`config.mk`:
```
export PLATFORM = sky130hd
export DESIGN_NAME = lfill_bus_ctl
export DESIGN_NICKNAME = d
export VERILOG_FILES = /design/src/rtl/lfill_pkg.sv /design/src/rtl/lfill_seq.sv /design/src/rtl/lfill_policy.sv /design/src/rtl/lfill_linebuf.sv /design/src/rtl/lfill_bus_ctl.sv
export SDC_FILE = /design/constraint.sdc
export NUM_CORES = 1
export LEC_CHECK = 0
export ABC_CLOCK_PERIOD_IN_PS = 3200
export BUFFER_PORTS_ARGS = -buffer_cell sky130_fd_sc_hd__buf_4
export CAP_MARGIN = 40
export CORE_MARGIN = 2
export CORE_UTILIZATION = 55
export CTS_CLUSTER_DIAMETER = 120
export DETAILED_ROUTE_END_ITERATION = 16
export PLACE_DENSITY = 0.86
export RECOVER_POWER = 100
export SLEW_MARGIN = 20
export SYNTH_ARGS = -nofsm -noshare
export SYNTH_HDL_FRONTEND = slang
export SYNTH_SLANG_ARGS = --single-unit
```
`constraint.sdc`:
```
create_clock -name clk -period 3.2 [get_ports clk]
set_clock_uncertainty 0.05 [all_clocks]
set_input_delay 0.16 -clock clk [delete_from_list [all_inputs] [get_ports clk]]
set_output_delay 0.16 -clock clk [all_outputs]
set_load 0.005 [all_outputs]
```
`src/rtl/lfill_pkg.sv`:
```
package lfill_pkg;

    localparam int LINE_BEATS = 4;
    localparam int BEAT_IDX_W = $clog2(LINE_BEATS);

    typedef enum logic [1:0] {
        ST_INV = 2'd0,
        ST_SHR = 2'd1,
        ST_EXC = 2'd2,
        ST_MOD = 2'd3
    } line_state_e;

    typedef enum logic [1:0] {
        PH_IDLE   = 2'd0,
        PH_STROBE = 2'd1,
        PH_DATA   = 2'd2
    } phase_e;

    typedef struct packed {
        logic                  cacheable;
        logic                  pwt;
        logic [BEAT_IDX_W-1:0] first_qw;
    } req_attr_t;

    typedef struct packed {
        logic        burst;
        line_state_e state;
    } fill_dec_t;

    // interleaved position of a beat inside the line
    function automatic logic [BEAT_IDX_W-1:0] beat_slot(
        input logic [BEAT_IDX_W-1:0] first_qw,
        input logic [BEAT_IDX_W-1:0] beat
    );
        return first_qw ^ beat;
    endfunction

    // both sides must agree on cacheability and write policy
    function automatic fill_dec_t decide_fill(
        input logic cache_out,
        input logic ken,
        input logic pwt,
        input logic wbwt
    );
        fill_dec_t d;
        d.burst = cache_out & ken;
        if (!d.burst)
            d.state = ST_INV;
        else if (!pwt && wbwt)
            d.state = ST_EXC;
        else
            d.state = ST_SHR;
        return d;
    endfunction

endpackage

```
`src/rtl/lfill_seq.sv`:
```
module lfill_seq
    import lfill_pkg::*;
#(
    parameter int ADDR_W = 32
) (
    input  logic                  clk,
    input  logic                  rst,
    input  logic                  req_valid,
    input  logic [ADDR_W-1:3]     req_qaddr,
    input  req_attr_t             req_attr,
    input  logic                  rdy_in,
    input  fill_dec_t             dec_live,
    output phase_e                phase,
    output req_attr_t             attr_q,
    output logic [ADDR_W-1:3]     addr_q,
    output logic                  first_rdy,
    output logic                  last_rdy,
    output logic                  wr_en,
    output logic [BEAT_IDX_W-1:0] wr_idx
);

    localparam logic [BEAT_IDX_W-1:0] LAST_BEAT = BEAT_IDX_W'(LINE_BEATS - 1);

    logic [BEAT_IDX_W-1:0] beat;
    logic                  beat_ack;

    assign beat_ack  = (phase == PH_DATA) && rdy_in;
    assign first_rdy = beat_ack && (beat == '0);
    assign last_rdy  = beat_ack &&
                       ((beat == LAST_BEAT) || ((beat == '0) && !dec_live.burst));
    assign wr_en     = beat_ack;
    assign wr_idx    = beat_slot(attr_q.first_qw, beat);

    always_ff @(posedge clk) begin
        if (rst) begin
            phase  <= PH_IDLE;
            beat   <= '0;
            attr_q <= '0;
            addr_q <= '0;
        end else begin
            unique case (phase)
                PH_IDLE: begin
                    if (req_valid) begin
                        phase  <= PH_STROBE;
                        attr_q <= req_attr;
                        addr_q <= req_qaddr;
                        beat   <= '0;
                    end
                end
                PH_STROBE: begin
                    phase <= PH_DATA;
                    beat  <= '0;
                end
                PH_DATA: begin
                    if (last_rdy) begin
                        phase  <= PH_IDLE;
                        attr_q <= '0;
                        addr_q <= '0;
                        beat   <= '0;
                    end else if (beat_ack) begin
                        beat <= beat + 1'b1;
                    end
                end
                default: phase <= PH_IDLE;
            endcase
        end
    end

endmodule

```
`src/rtl/lfill_policy.sv`:
```
module lfill_policy
    import lfill_pkg::*;
(
    input  logic        clk,
    input  logic        rst,
    input  logic        first_rdy,
    input  logic        last_rdy,
    input  logic        cache_out,
    input  logic        pwt,
    input  logic        ken_in,
    input  logic        wbwt_in,
    output fill_dec_t   dec_live,
    output logic        cyc_done,
    output logic        line_valid,
    output line_state_e line_state
);

    fill_dec_t dec_now;
    fill_dec_t dec_q;

    assign dec_now  = decide_fill(cache_out, ken_in, pwt, wbwt_in);
    assign dec_live = first_rdy ? dec_now : dec_q;

    always_ff @(posedge clk) begin
        if (rst) begin
            dec_q      <= '{burst: 1'b0, state: ST_INV};
            cyc_done   <= 1'b0;
            line_valid <= 1'b0;
            line_state <= ST_INV;
        end else begin
            if (first_rdy)
                dec_q <= dec_now;
            cyc_done   <= last_rdy;
            line_valid <= last_rdy && dec_live.burst;
            line_state <= (last_rdy && dec_live.burst) ? dec_live.state : ST_INV;
        end
    end

endmodule

```
`src/rtl/lfill_linebuf.sv`:
```
module lfill_linebuf
    import lfill_pkg::*;
#(
    parameter int DATA_W = 64
) (
    input  logic                  clk,
    input  logic                  rst,
    input  logic                  wr_en,
    input  logic [BEAT_IDX_W-1:0] wr_idx,
    input  logic [DATA_W-1:0]     wr_data,
    input  logic [BEAT_IDX_W-1:0] rd_idx,
    output logic [DATA_W-1:0]     rd_data
);

    logic [DATA_W-1:0] slot [LINE_BEATS];

    for (genvar i = 0; i < LINE_BEATS; i++) begin : g_slot
        always_ff @(posedge clk) begin
            if (rst)
                slot[i] <= '0;
            else if (wr_en && (wr_idx == BEAT_IDX_W'(i)))
                slot[i] <= wr_data;
        end
    end

    assign rd_data = slot[rd_idx];

endmodule

```
`src/rtl/lfill_bus_ctl.sv`:
```
module lfill_bus_ctl
    import lfill_pkg::*;
#(
    parameter int ADDR_W = 32,
    parameter int DATA_W = 64
) (
    input  logic              clk,
    input  logic              rst,
    input  logic              req_valid,
    input  logic [ADDR_W-1:0] req_addr,
    input  logic              req_cacheable,
    input  logic              req_pwt,
    output logic              req_ready,
    output logic              addr_strobe,
    output logic [ADDR_W-4:0] bus_addr,
    output logic              cache_req,
    output logic              pwt_out,
    input  logic              rdy_in,
    input  logic              ken_in,
    input  logic              wbwt_in,
    input  logic [DATA_W-1:0] data_in,
    output logic              cyc_done,
    output logic              line_valid,
    output logic [1:0]        line_state,
    input  logic [1:0]        rd_idx,
    output logic [DATA_W-1:0] rd_data
);

    phase_e                phase;
    req_attr_t             req_attr;
    req_attr_t             attr_q;
    logic [ADDR_W-1:3]     addr_q;
    logic                  first_rdy;
    logic                  last_rdy;
    logic                  wr_en;
    logic [BEAT_IDX_W-1:0] wr_idx;
    fill_dec_t             dec_live;
    line_state_e           state_q;

    assign req_attr = '{cacheable: req_cacheable,
                        pwt:       req_pwt,
                        first_qw:  req_addr[3 +: BEAT_IDX_W]};

    lfill_seq #(.ADDR_W(ADDR_W)) i_seq (
        .clk       (clk),
        .rst       (rst),
        .req_valid (req_valid),
        .req_qaddr (req_addr[ADDR_W-1:3]),
        .req_attr  (req_attr),
        .rdy_in    (rdy_in),
        .dec_live  (dec_live),
        .phase     (phase),
        .attr_q    (attr_q),
        .addr_q    (addr_q),
        .first_rdy (first_rdy),
        .last_rdy  (last_rdy),
        .wr_en     (wr_en),
        .wr_idx    (wr_idx)
    );

    lfill_policy i_policy (
        .clk        (clk),
        .rst        (rst),
        .first_rdy  (first_rdy),
        .last_rdy   (last_rdy),
        .cache_out  (attr_q.cacheable),
        .pwt        (attr_q.pwt),
        .ken_in     (ken_in),
        .wbwt_in    (wbwt_in),
        .dec_live   (dec_live),
        .cyc_done   (cyc_done),
        .line_valid (line_valid),
        .line_state (state_q)
    );

    lfill_linebuf #(.DATA_W(DATA_W)) i_buf (
        .clk     (clk),
        .rst     (rst),
        .wr_en   (wr_en),
        .wr_idx  (wr_idx),
        .wr_data (data_in),
        .rd_idx  (rd_idx),
        .rd_data (rd_data)
    );

    assign req_ready   = (phase == PH_IDLE);
    assign addr_strobe = (phase == PH_STROBE);
    assign bus_addr    = addr_q;
    assign cache_req   = (phase != PH_IDLE) && attr_q.cacheable;
    assign pwt_out     = (phase != PH_IDLE) && attr_q.pwt;
    assign line_state  = state_q;

endmodule

```
Word-level counts from Yosys, hierarchy flattened
Memory sizes are Yosys's and may differ from the RTL's.
Cells that the tools add are included.

word-level totals
  bits in registers = 44
  memory bits (writable) = 256
  bits of input ports = 106
  output and inout bits = 101
  logic and storage cells = 88
  memories = 1

cells by class
  add/subtract/negate cells = 1
  equal/unequal tests = 9
  mux-type cells = 34
  bitwise logic cells = 7
  reductions and logical operators = 25

memories
  memory      depth  bits a word  read ports  clocked after memory_dff  wr ports  RTL line             text
  i_buf.slot  4      64           1           0                         4         lfill_linebuf.sv:15  logic [DATA_W-1:0] slot [LINE_BEATS];

operators by type and width
  operator             number
  $mux 64              4
  $mux 29              2
  $pmux 29 s2          1
  $mux 1               14
  $mux 2               7
  $logic_and 1x1->1    12
  $pmux 2 s3           2
  $eq 2x2->1 const B   4
  $mux 4               2
  $pmux 4 s2           1
  $logic_not 2->1      3
  $reduce_and 3->1     2
  $eq 2x1->1 const B   2
  $or 1x1->1           4
  $reduce_bool 2->1    2
  $mux 3               1
  $ne 3x1->1 const B   1
  $reduce_bool 3->1    1
  $add 2x1->2 const B  1
  $logic_not 1->1      2
  $ne 2x1->1 const B   1
  $ne 2x2->1 const B   1
  $reduce_and 2->1     1
  $reduce_or 2->1      1
  4 further kinds      4

Depth between registers and ports, before layout
  depth after elaboration = 12
  gate-level depth with buffers = 6
  mapped depth without buffers = 5

Cells and area by module
From an unflattened synthesis, not the netlist that was laid out.

unflattened totals
  cells, all modules = 917
  area total of the unflattened synthesis = 13136.3 sq um

by module, submodules not included
  module         times used  cells an instance  area each (sq um)  sequential area each (sq um)
  lfill_linebuf  1           705                10996.8            7687.4
  lfill_seq      1           179                1815.5             740.7
  lfill_policy   1           29                 299.0              140.1
  lfill_bus_ctl  1           4                  25.0               0.0

Worst setup path after synthesis
Ideal clock, no wire load.

  kind = reg-to-reg
  from = register i_seq.beat[0]
  to = memory i_buf.slot[1][0], enable pin
  setup time = 398 ps
  arrival time = 1875 ps
  slack = 877 ps
  stages on the path, launching flop included = 3
  buffers on the path = 0
  clock period less this slack = 2323 ps
  cell sequence = dfxtp_1 xor2_1 a31o_2

RTL lines
  what                      RTL line             text
  start: declaration        lfill_seq.sv:24      logic [BEAT_IDX_W-1:0] beat;
  start signal: assignment  lfill_seq.sv:61      beat <= beat + 1'b1;
  end: declaration          lfill_linebuf.sv:15

Final worst setup path
  from = register i_seq.phase[1]
  to = register i_seq.addr_q[6] (netlist bit)

between the ends
  longest elaborated chain between the ends = 10

RTL lines
  what                        RTL line                          text
  start: declaration          lfill_seq.sv:13                   output phase_e phase,
  start signal: assignment    lfill_seq.sv:36                   phase <= PH_IDLE;
  start signal: assignment    lfill_seq.sv:44                   phase <= PH_STROBE;
  start signal: assignment    lfill_seq.sv:51                   phase <= PH_DATA;
  $eq 2x2->1                  lfill_seq.sv:27, lfill_seq.sv:41
  $logic_and 1x1->1           lfill_seq.sv:27                   assign beat_ack = (phase == PH_DATA) && rdy_in;
  $logic_and 1x1->1           lfill_seq.sv:28                   assign first_rdy = beat_ack && (beat == '0);
  $mux 3                      --
  $logic_not 1->1             lfill_seq.sv:30                   ((beat == LAST_BEAT) || ((beat == '0) && !dec_live.burst));
  $logic_and 1x1->1           lfill_seq.sv:30
  $logic_or 1x1->1            lfill_seq.sv:30
  $logic_and 1x1->1           lfill_seq.sv:29                   assign last_rdy = beat_ack &&
  $ne 2x1->1 (no line)        --
  $reduce_and 3->1 (no line)  --
  end signal: assignment      lfill_seq.sv:46                   addr_q <= req_qaddr;
  end: declaration            lfill_seq.sv:15                   output logic [ADDR_W-1:3] addr_q,

Parallel ways exist; a longest one is shown, timed or not.
A chain may end at the register's enable or synchronous reset.

==> metrics.md <==
| Metric | Value |
|---|---|
| Slew Limit Headroom | `3.351%` |
| Root Buffer | `clkbuf_16` |
| Share of flip-flops with an asynchronous set or reset | `0%` |
| Avg WL per Cell | `20.25 um` |
| DR iter-0 viols | `484` |
| Lkg Pwr | `6.236 nW` |
| Area grow syn2layout | `27.73%` |
| WS Path Type | `flip-flop to flip-flop` |
| Worst-Margin Slew | `1.450 ns` |
| Final period util | `85.02%` |
| Clock latency at the later pin of the worst-skew pair | `0.53 ns` |
| Sink Count | `298` |
| Most common cell after layout, fill and taps aside | `edfxtp_1` |
| Mapped Nets | `941` |
| Global route total overflow | `0` |
| Vias | `8045` |
| Initial Utilization | `55.79%` |
| Setup TNS | `0 ns` |
| Largest net degree at the start of global routing | `75` |
| Routed vias/inst | `5.462` |
| CP endpoint kind | `flip-flop` |
| Final Routed Wirelength | `29.83 mm` |
| Area leader, netlist | `edfxtp_1` |
| Crit Path Max Fanout | `22` |
| Global-route wire length before repair | `45.89 mm` |
| Top-level port count | `207` |
| CTS tree | `built` |
| Core area | `23330 um2` |
| H-tree depth | `1` |
| FF+latch count, synth | `298` |
| First-pass detailed-route iteration total | `5` |
| RSZ-0062 raised after global routing | `false` |
| Pwr Density | `507.5 nW/um2` |
| DRC errors left | `0` |
| DIE AREA | `24920 um2` |
| FMAX | `367.6 MHz` |
| Yosys warning total | `0` |
| Top post-synthesis cells by area | `edfxtp_1 (59%), mux4_2 (11%), and2_1 (9.3%)` |
| Layout cell share with drive strength beyond 1 | `31.05%` |
| Hpwl dp | `17.25 mm` |
| GPL Wtd Cong | `0.7356` |
| Highest-count cells in the layout ignoring fill and taps | `edfxtp_1 (256), buf_4 (113), dlygate4sd3_1 (99)` |
| Final setup violation count | `0` |
| Worst hold path type | `input port to flip-flop` |
| Worst ir drop on vdd | `378.5 uV` |
| Fin worst setup slack | `0.4795 ns` |
| Post-route minimum period | `2.720 ns` |
| Max Slew Vio Count | `0` |
| Vias in the first global route | `8574` |
| FF/Latch Area | `8528 um2` |
| Global Route Usage Sum | `24.21%` |
| Area of the multi-input gates | `4175 um2` |
| Post-synth top area share | `59.05%` |
| Layout Utilization | `71.26%` |
| Die width | `157.8 um` |
| Cells after DPL | `1321` |
| CP Data Required Time | `3.58 ns` |
| Top_reg_cell synth | `edfxtp_1` |
| Clock slew at reported path FFs | `0.06 ns` |
| Crit path DAT | `3.11 ns` |
| Number of placement rows | `56` |
| Post-Syn Area | `13020 um2` |
| MaxCap Viol Count | `0` |
| Status | `completed` |
| Endpoints failing hold | `0` |
| Clock Tree Buf Depth | `3` |
| Antenna-violating nets left | `0` |
| Synth Instances | `833` |
| Synth cell types | `34` |
| Crit path launch type | `flip-flop` |
| DP Worst Slack | `0.8364 ns` |
| Final net count | `1241` |
| Hold_ws | `0.04976 ns` |
| Setup bufs post-CTS | `0` |
| Initial antenna violation count | `1` |
| Register area share after synthesis | `65.51%` |
| Number of CTS-inserted buffers | `30` |
| Port Buf Inserts | `203` |
| Post-synth EDFFs | `256` |
| Chip Height | `157.8 um` |
| Mean Syn Cell Area | `15.63 um2` |
| Layout Cells excl Fill | `1473` |
| Fillers | `1501` |
## metrics by stage
stage | cell area, um2 | power (mW)
global placement | 14940 | 5.169
finish | 16630 | 8.438
floorplan | 13020 | 4.797
CTS | 16880 | 8.523
global route | 16630 | 8.719
detailed placement | 14980 | 5.203
## sequential cells by signal, indices dropped and copies added (netlist names)
| signal | cells |
|---|---|
| i_buf.slot | 256 |
| i_seq.beat | 2 |
| i_policy.cyc_done | 1 |
| i_seq.attr_q | 2 |
| i_policy.line_valid | 1 |
| i_policy.dec_q | 3 |
| i_seq.addr_q | 29 |
| i_policy.line_state | 2 |
| i_seq.phase | 2 |
## where the power goes
group	leakage, nW	internal, mW	switching (mW)
sequential	2.99	4.36	0.0549
clock	0.449	1.89	1.37
combinational	2.80	0.409	0.356
## per-layer routing
| metal | GRT usage, % | wire length [um] | up-vias |
|---|---|---|---|
| li1 | - | - | 3663 |
| met1 | 29.47 | 11290 | 4056 |
| met2 | 44.20 | 15970 | 286 |
| met3 | 4.982 | 2095 | 40 |
| met4 | 5.844 | 476 | 0 |
| met5 | 0 | 0 | - |
## logic make-up after synthesis
group | count (synthesis) | synth area share (%)
AO/OA/AOI/OAI | 50 | 2.201
adder cells (fa/ha/maj) | 2 | 0.1922
multiplexers | 65 | 11.15
flip-flops | 298 | 65.51
XOR/XNOR | 4 | 0.2692
AND/OR/NAND/NOR | 351 | 18.47
buffers and inverters | 63 | 2.201
## critical path: stages, from the launching register on
cell and delay (ns):
dfxtp_1 0.44, nor3b_1 0.96, clkbuf_1 0.80, nand4b_1 0.21, o21ai_0 0.17
## repair_timing
item	4_1_cts	5_1_grt
resized for setup	0	0
hold buffers	99	0
hold endpoints to repair	294	0
## area by class of cell
type | instances | share of cell area, %
sequential | 298 | 51.29
multi-input combinational | 472 | 25.11
timing repair buffer | 326 | 15.58
clock buffer | 43 | 5.064
tap | 319 | 2.400
clock inverter | 9 | 0.4289
inverter | 5 | 0.1129
antenna | 1 | 0.01505
## worst paths after layout
path,startpoint,to,slack (ns),cells past startpoint
setup / recovery,i_seq.phase[1],i_seq.addr_q[6],0.48,4
setup reg to reg,i_seq.phase[1],i_seq.addr_q[6],0.48,4
hold reg to reg,i_policy.dec_q[0],i_policy.dec_q[0],0.41,2
hold / removal,wbwt_in,i_policy.dec_q[0],0.05,4
## cells in the mapped netlist (2+ instances only)
master	instances
a21oi_1	8
a31o_2	4
and2_1	193
and2_2	64
buf_2	10
clkbuf_1	20
clkbuf_2	27
dfxtp_1	42
edfxtp_1	256
ha_1	2
inv_1	5
mux4_2	64
nand2_1	5
nand2b_1	33
nand4b_1	34
nor2_1	6
nor2b_1	4
nor3_4	4
nor3b_1	2
o211ai_1	3
o21ai_0	31
or3b_2	2
xnor2_1	2
xor2_1	2
Note: power is estimated with default switching activity, not from simulation.
